File: config.mk
export PLATFORM = sky130hd
export DESIGN_NAME = phy_odt_ctrl
export DESIGN_NICKNAME = d
export VERILOG_FILES = /design/src/rtl/odt_ctl_pkg.sv /design/src/rtl/odt_ctl_regs.sv /design/src/rtl/odt_rd_window.sv /design/src/rtl/odt_out_mux.sv /design/src/rtl/phy_odt_ctrl.sv
export SDC_FILE = /design/constraint.sdc
export NUM_CORES = 1
export LEC_CHECK = 0
export ABC_CLOCK_PERIOD_IN_PS = 4410
export BUFFER_PORTS_ARGS = -buffer_cell sky130_fd_sc_hd__buf_2
export CAP_MARGIN = 10
export CORE_MARGIN = 2
export CORE_UTILIZATION = 40
export DETAILED_ROUTE_END_ITERATION = 6
export PLACE_DENSITY = 0.83
export SLEW_MARGIN = 30
export SYNTH_ARGS = -nofsm -noshare
export SYNTH_HDL_FRONTEND = slang
export SYNTH_HIERARCHICAL = 1
export SYNTH_SLANG_ARGS = --single-unit
File: constraint.sdc
create_clock -name clk -period 4.41 [get_ports clk]
set_input_delay 0.882 -clock clk [delete_from_list [all_inputs] [get_ports clk]]
set_output_delay 0.882 -clock clk [all_outputs]
set_load 0.02 [all_outputs]
File: src/rtl/odt_ctl_pkg.sv
package odt_ctl_pkg;
  localparam int REG_W = 32;
  localparam int LAT_W = 4;

  // Control word, LSB first: lat, rd_odt, wr_odt, idle_odt, phy_rst, dyn_pd
  typedef struct packed {
    logic             dyn_pd;
    logic             phy_rst;
    logic [1:0]       idle_odt;
    logic [1:0]       wr_odt;
    logic [1:0]       rd_odt;
    logic [LAT_W-1:0] lat;
  } phy_ctl_t;

  localparam int CTL_W = $bits(phy_ctl_t);

  localparam phy_ctl_t CTL_RST = '{dyn_pd: 1'b1, phy_rst: 1'b0, idle_odt: 2'b00,
                                   wr_odt: 2'b00, rd_odt: 2'b00, lat: '0};

  typedef enum logic {UPD_IDLE, UPD_WAIT} upd_state_e;
endpackage

File: src/rtl/odt_ctl_regs.sv
module odt_ctl_regs
  import odt_ctl_pkg::*;
(
  input  logic             clk,
  input  logic             rst_n,
  input  logic             ctl_wr_en,
  input  logic [REG_W-1:0] ctl_wdata,
  input  logic             cfg_wr_en,
  input  logic             upd_ack,
  output phy_ctl_t         shadow_q,
  output phy_ctl_t         active_q,
  output logic             upd_req
);
  upd_state_e st_q, st_d;
  phy_ctl_t   shadow_d, active_d;
  logic       commit;
  logic       unused_hi;

  // Reserved write bits are dropped
  assign unused_hi = ^ctl_wdata[REG_W-1:CTL_W];

  always_comb begin
    commit   = (st_q == UPD_WAIT) && upd_ack;
    shadow_d = phy_ctl_t'(ctl_wdata[CTL_W-1:0]);
    active_d = shadow_q;
    st_d     = st_q;
    case (st_q)
      UPD_IDLE: if (cfg_wr_en) st_d = UPD_WAIT;
      UPD_WAIT: if (upd_ack)   st_d = UPD_IDLE; // later config writes merge here
      default:                 st_d = UPD_IDLE;
    endcase
  end

  always_ff @(posedge clk or negedge rst_n) begin
    if (!rst_n) begin
      shadow_q <= CTL_RST;
      active_q <= CTL_RST;
      st_q     <= UPD_IDLE;
    end else begin
      if (ctl_wr_en) shadow_q <= shadow_d;
      if (commit)    active_q <= active_d;
      st_q <= st_d;
    end
  end

  assign upd_req = (st_q == UPD_WAIT);
endmodule

File: src/rtl/odt_rd_window.sv
module odt_rd_window #(
  parameter int LAT_W     = 4,
  parameter int BURST_CYC = 4
) (
  input  logic             clk,
  input  logic             rst_n,
  input  logic             rd_cmd,
  input  logic [LAT_W-1:0] lat,
  output logic             inflight
);
  localparam int MAX_LOAD = (1 << LAT_W) + BURST_CYC;
  localparam int CNT_W    = $clog2(MAX_LOAD + 1);

  logic [CNT_W-1:0] cnt_q, cnt_d, dec, load;
  logic             cnt_en;

  always_comb begin
    dec    = (cnt_q == '0) ? '0 : cnt_q - CNT_W'(1);
    load   = CNT_W'(lat) + CNT_W'(BURST_CYC) + CNT_W'(1);
    // Overlapping reads keep the latest end time
    cnt_d  = (rd_cmd && (load > dec)) ? load : dec;
    cnt_en = rd_cmd || (cnt_q != '0);
  end

  always_ff @(posedge clk or negedge rst_n) begin
    if (!rst_n)      cnt_q <= '0;
    else if (cnt_en) cnt_q <= cnt_d;
  end

  assign inflight = (cnt_q != '0);
endmodule

File: src/rtl/odt_out_mux.sv
module odt_out_mux
  import odt_ctl_pkg::*;
(
  input  phy_ctl_t   act,
  input  logic       inflight,
  input  logic       dq_oe,
  output logic [1:0] local_odt,
  output logic       rx_pwr_en
);
  logic [LAT_W-1:0] unused_lat;
  assign unused_lat = act.lat;

  always_comb begin
    if (inflight && !dq_oe)        local_odt = act.rd_odt;
    else if (act.dyn_pd && !inflight) local_odt = act.idle_odt;
    else                           local_odt = act.wr_odt;
    rx_pwr_en = act.dyn_pd ? inflight : 1'b1;
  end
endmodule

File: src/rtl/phy_odt_ctrl.sv
module phy_odt_ctrl
  import odt_ctl_pkg::*;
#(
  parameter int BURST_CYC = 4
) (
  input  logic             clk,
  input  logic             rst_n,
  input  logic             ctl_wr_en,
  input  logic [REG_W-1:0] ctl_wdata,
  output logic [REG_W-1:0] ctl_rdata,
  input  logic             cfg_wr_en,
  output logic             upd_req,
  input  logic             upd_ack,
  input  logic             rd_cmd,
  input  logic             dq_oe,
  output logic             rd_inflight,
  output logic [1:0]       local_odt,
  output logic [1:0]       wr_local_odt,
  output logic             rx_pwr_en,
  output logic             phy_rst
);
  phy_ctl_t shadow, active;

  odt_ctl_regs u_regs (
    .clk(clk), .rst_n(rst_n), .ctl_wr_en(ctl_wr_en), .ctl_wdata(ctl_wdata),
    .cfg_wr_en(cfg_wr_en), .upd_ack(upd_ack),
    .shadow_q(shadow), .active_q(active), .upd_req(upd_req)
  );

  odt_rd_window #(.LAT_W(LAT_W), .BURST_CYC(BURST_CYC)) u_win (
    .clk(clk), .rst_n(rst_n), .rd_cmd(rd_cmd), .lat(active.lat),
    .inflight(rd_inflight)
  );

  odt_out_mux u_mux (
    .act(active), .inflight(rd_inflight), .dq_oe(dq_oe),
    .local_odt(local_odt), .rx_pwr_en(rx_pwr_en)
  );

  assign ctl_rdata    = REG_W'(shadow);
  assign wr_local_odt = active.wr_odt;
  assign phy_rst      = active.phy_rst;
endmodule

; Word level (Yosys, flattened, before mapping)
; Cells that the tools add are included.
[totals]
regBits = 30
input_bits = 39
output_inout_bits = 40
elab_cells = 36
[op_classes]
n_addsub = 3
magnitude_cmp = 1
muxes = 8
bitwise_logic = 1
n_reduce_logical = 9
[ops]
columns = op, n
row1 = 2-to-1 mux 5 bit, 2
row2 = "adder 4 x 3 -> 5 bit, second input constant", 1
row3 = "adder 5 x 1 -> 5 bit, second input constant", 1
row4 = greater-than comparator 5 bit, 1
row5 = logical NOT 5 bit, 1
row6 = nonzero test 5 bit, 1
row7 = "subtractor 5 x 1 -> 5 bit, second input constant", 1
row8 = logical AND 1 bit, 4
row9 = 2-to-1 mux 2 bit, 2
row10 = 2-to-1 mux 1 bit, 3
row11 = logical NOT 1 bit, 2
row12 = case mux 1 bit (2 select lines), 1
row13 = logical OR 1 bit, 1
row14 = NOT 1 bit, 1

; Longest topological paths before layout
[logic_depth]
ltp_word = 5
ltp_mapped = 11
ltp_nobuf = 11

; By module
; The synthesis kept the hierarchy.
[modules_own_cells]
columns = module, instances, cells_per_inst, area_each_um2, seq_area_each_um2
row1 = odt_ctl_regs, 1, 54, 974.7, 628.1
row2 = odt_rd_window, 1, 50, 452.9, 125.1
row3 = phy_odt_ctrl, 1, 21, 153.9, 0.0
row4 = odt_out_mux, 1, 9, 61.3, 0.0

; Worst setup path after synthesis
; Ideal clock, no wire load.
[synth_path]
path_kind = register to output
startpoint = reg u_win.cnt_q[0]
endpoint = out local_odt[0]
arrival_ps = 1763
slack_ps = 1765
stages_incl_launch_ff = 8
cell_sequence = dfrtp_1 inv_1 ha_1 nand2_1 nor2_2 inv_2 or2b_1 a31oi_1
[synth_between]
elab_chain_len = 5
[synth_rtl]
columns = item, line_no
row1 = start: declaration, odt_rd_window.sv:14  ; logic [CNT_W-1:0] cnt_q, cnt_d, dec, load;
row2 = start signal: assignment, odt_rd_window.sv:27  ; else if (cnt_en) cnt_q <= cnt_d;
row3 = nonzero test 5 bit (*), odt_rd_window.sv:30  ; assign inflight = (cnt_q != '0);
row4 = net rd_inflight, phy_odt_ctrl.sv:16  ; output logic rd_inflight,
row5 = logical NOT 1 bit, odt_out_mux.sv:15  ; else if (act.dyn_pd && !inflight) local_odt = act.idle_odt;
row6 = logical AND 1 bit, odt_out_mux.sv:15
row7 = 2-to-1 mux 2 bit, odt_out_mux.sv:15
row8 = 2-to-1 mux 2 bit (*), odt_out_mux.sv:14  ; if (inflight && !dq_oe) local_odt = act.rd_odt;
row9 = end: declaration, phy_odt_ctrl.sv:17  ; output logic [1:0] local_odt,
; Mark *: on every way through the listed nets, which the timed path passes. The rest lies on a longest branch.

; Worst setup path in the final report
[layout_path]
startpoint = reg u_win.cnt_q[0]
endpoint = out local_odt[0]
[layout_between]
elab_chain_len = 5
[layout_rtl]
columns = item, line_no
row1 = nonzero test 5 bit (*), odt_rd_window.sv:30
row2 = logical NOT 1 bit, odt_out_mux.sv:15
row3 = logical AND 1 bit, odt_out_mux.sv:15
row4 = 2-to-1 mux 2 bit, odt_out_mux.sv:15
row5 = 2-to-1 mux 2 bit (*), odt_out_mux.sv:14
; Every way passes the cells marked *; elsewhere a longest branch is shown, timed or not.

==> out/results.ini <==
[run_status]
status = completed

[routing]
firstDrtPassIters = 4
wl_per_cell_um = 12.5
vias_per_cell = 4.77
vias = 1082
ant_nets = 0
drt_iter0_markers = 12
drt_wl_total_um = 2830
drcViolationCount = 0

[cts]
cts.sinks = 30
hold_buffers = 0
clock_latency_ns = 0.29
h-tree-depth = 2
postCtsSetupBuffers = 0
clk_pin_slew_ns = 0.06
clockBufferDepth = 2
cts_tree = done
post_cts_resized = 0
cts_buffers = 5
ctsRootBufferMaster = clkbuf_8

[finish]
ff_latch_area_um2 = 753
drive_gt1_frac = 0.463
multiInputGateArea_um2 = 766
nets = 222
num_antenna_cells = 0
final_util = 0.475
fillers = 369
syn2layout_area_growth_pct = 14.9

[yosys]
synth.distinct_cells = 34
yosysWarnings = 6
synthAdderAreaFrac = 0.0533
synthMuxAreaShare = 0.200
synth_area_mm2 = 0.00164
synth_top_family_by_area = multiplexers
synth-seq-cells = 30
yosysSeqAreaShare = 0.458
synthSimpleGateAreaFrac = 0.0685
synth_xor_area_frac = 0.0213
avgSynthCellArea_um2 = 12.3
synth-compound-area-share = 0.0777
synthCells = 134

[setup_path]
ff2ff_setup_slack_ns = 2.03
path_cells = inv_1 -> ha_1 -> nand2_1 -> nor2_2 -> inv_2 -> or2b_1 -> o22ai_1 -> a31oi_1 -> buf_2
max_stage_delay_ns = 0.44
required_ns = 3.53
end_kind = primary output
worstPathArrival_ns = 2.02
crit_type = reg -> out
crit_family = simple AND/OR/NAND/NOR gates
worst_path_max_delay_cell = dfrtp_1
startpoint_type = flip-flop
critical_path_buf_inv_count = 3
worst-path-max-fanout = 9

[grt]
grt_pass1_wl_um = 4620
grt_max_degree = 31
grt_pass1_vias = 1051
grt_overflow = 0
grtUsageTotal = 0.138
antenna_found_initial = 0

[floorplanning]
start_util = 0.414
die_w_um = 68.1
coreArea_mm2 = 0.00397
die_h_um = 68.1
io_pins = 79
die_area_mm2 = 0.00464
row_count = 23

[placement]
port_buffers = 38
place.gp.congestion = 0.928
dp_hpwl_um = 2200

[timing]
maxSlewHeadroom = 0.562
maxSlewViolCount = 0
period_share = 0.657
max_freq_mhz = 345
final.setup.tns_ns = 0
hold_viol_final = 0
clock_skew_ns = 0.00749
finalSetupViolations = 0
min_period_ns = 2.90
rsz0062_at_grt = false
worst_slew_pin_slew_ns = 0.657

[power]
p_per_area_mw_per_mm2 = 615
vdd_drop_max_uv = 290
leakagePower_nw = 0.946
power_mw = 1.16

[hold_path]
hp-class = reg -> reg

[run]
max_cap_viol_count = 0

## state kept, by name (all words and copies together), names as in the netlist
name             count
u_regs/active_q     12
u_regs/shadow_q     12
u_win/cnt_q          5
u_regs/upd_req       1
## power breakdown
group / internal, mW / switching, mW
sequential: 0.342 / 0.0513
combinational: 0.237 / 0.311
clock: 0.110 / 0.108
total: 0.689 / 0.471
## layout by cell type (no fill, tap or decap), types with 2 or more instances in the layout
| master | count |
|---|---|
| nand3_1 | 3 |
| ha_1 | 7 |
| clkbuf_8 | 5 |
| a21oi_1 | 4 |
| xnor2_1 | 2 |
| dfrtp_1 | 28 |
| conb_1 | 20 |
| nor2_1 | 3 |
| mux2_4 | 10 |
| mux2i_1 | 2 |
| mux2_2 | 14 |
| inv_2 | 2 |
| buf_2 | 38 |
| nand2b_1 | 2 |
| o21ai_1 | 4 |
| xor2_1 | 2 |
| a32oi_1 | 2 |
| dfstp_2 | 2 |
| nand2_1 | 5 |
| inv_1 | 5 |
## layout make-up
class                   instances  share of cell area
flip-flops and latches         30               0.399
repair buffers                 38               0.101
inverters                       7              0.0139
clock inverters                 3              0.0113
multi-input cells              94               0.406
well taps                      50              0.0331
clock buffers                   5              0.0364
## through the flow
| step | cell area, µm² | std cells | setup slack (ns) | hold slack (ns) |
|---|---|---|---|---|
| 6_report | 1890 | 227 | 1.51 | 0.510 |
| 5_1_grt | 1890 | 227 | 1.39 | 0.536 |
| 4_1_cts | 1890 | 227 | 1.48 | 0.516 |
| 3_5_place_dp | 1800 | 219 | 1.80 | 0.498 |
| 3_3_place_gp | 1800 | 219 | 1.86 | 0.494 |
| 2_1_floorplan | 1710 | 153 | 1.77 | 0.479 |
## per-layer routing
layer / global-route usage / share of wire / vias up / routed length (µm)
li1: - / - / 518 / -
met1: 0.155 / 0.40 / 508 / 1140
met2: 0.226 / 0.50 / 49 / 1410
met3: 0.0477 / 0.081 / 7 / 229
met4: 0.0825 / 0.021 / 0 / 59
met5: 0 / 0 / - / 0
## worst paths after layout
check                                            from  cells after the start                              end
max                        u_win/cnt_q[0]$_DFFE_PN0P_                      9                     local_odt[0]
min                          u_regs/upd_req$_DFF_PN0_                      1         u_regs/upd_req$_DFF_PN0_
max reg2reg                u_win/cnt_q[0]$_DFFE_PN0P_                     11       u_win/cnt_q[1]$_DFFE_PN0P_
min reg2reg                  u_regs/upd_req$_DFF_PN0_                      1         u_regs/upd_req$_DFF_PN0_
max in group asynchronous                       rst_n                      1       u_win/cnt_q[1]$_DFFE_PN0P_
min in group asynchronous                       rst_n                      1  u_regs/active_q[10]$_DFFE_PN0P_
## cells by family after synthesis
logic type	after synthesis
adders and majority gates	7
buffers and inverters	29
muxes	26
DFF	30
xor gates and xnor gates	4
and+or+nand+nor	20
AOI/OAI and AO/OA	17
other	1
## synthesized netlist by cell type
master	n	area [µm²]
a211oi_1	1	7.51
a21oi_1	4	20.0
a31oi_1	1	6.26
a32oi_1	2	17.5
and2_4	1	8.76
and2b_2	1	8.76
buf_4	21	158
buf_6	1	11.3
conb_1	1	3.75
dfrtp_1	28	701
dfstp_2	2	52.6
ha_1	7	87.6
inv_1	5	18.8
inv_2	2	7.51
mux2_2	14	158
mux2_4	10	150
mux2i_1	2	20.0
nand2_1	5	18.8
nand2_2	1	6.26
nand2b_1	2	12.5
nand3_1	3	15.0
nand4_2	1	12.5
nor2_1	3	11.3
nor2_2	1	6.26
nor3_1	1	5.00
o21a_1	1	7.51
o21a_4	1	15.0
o21ai_1	4	20.0
o221ai_2	1	15.0
o22ai_1	1	6.26
o31ai_2	1	12.5
or2b_1	1	7.51
xnor2_1	2	17.5
xor2_1	2	17.5
Power figures use the tool's default switching activity.
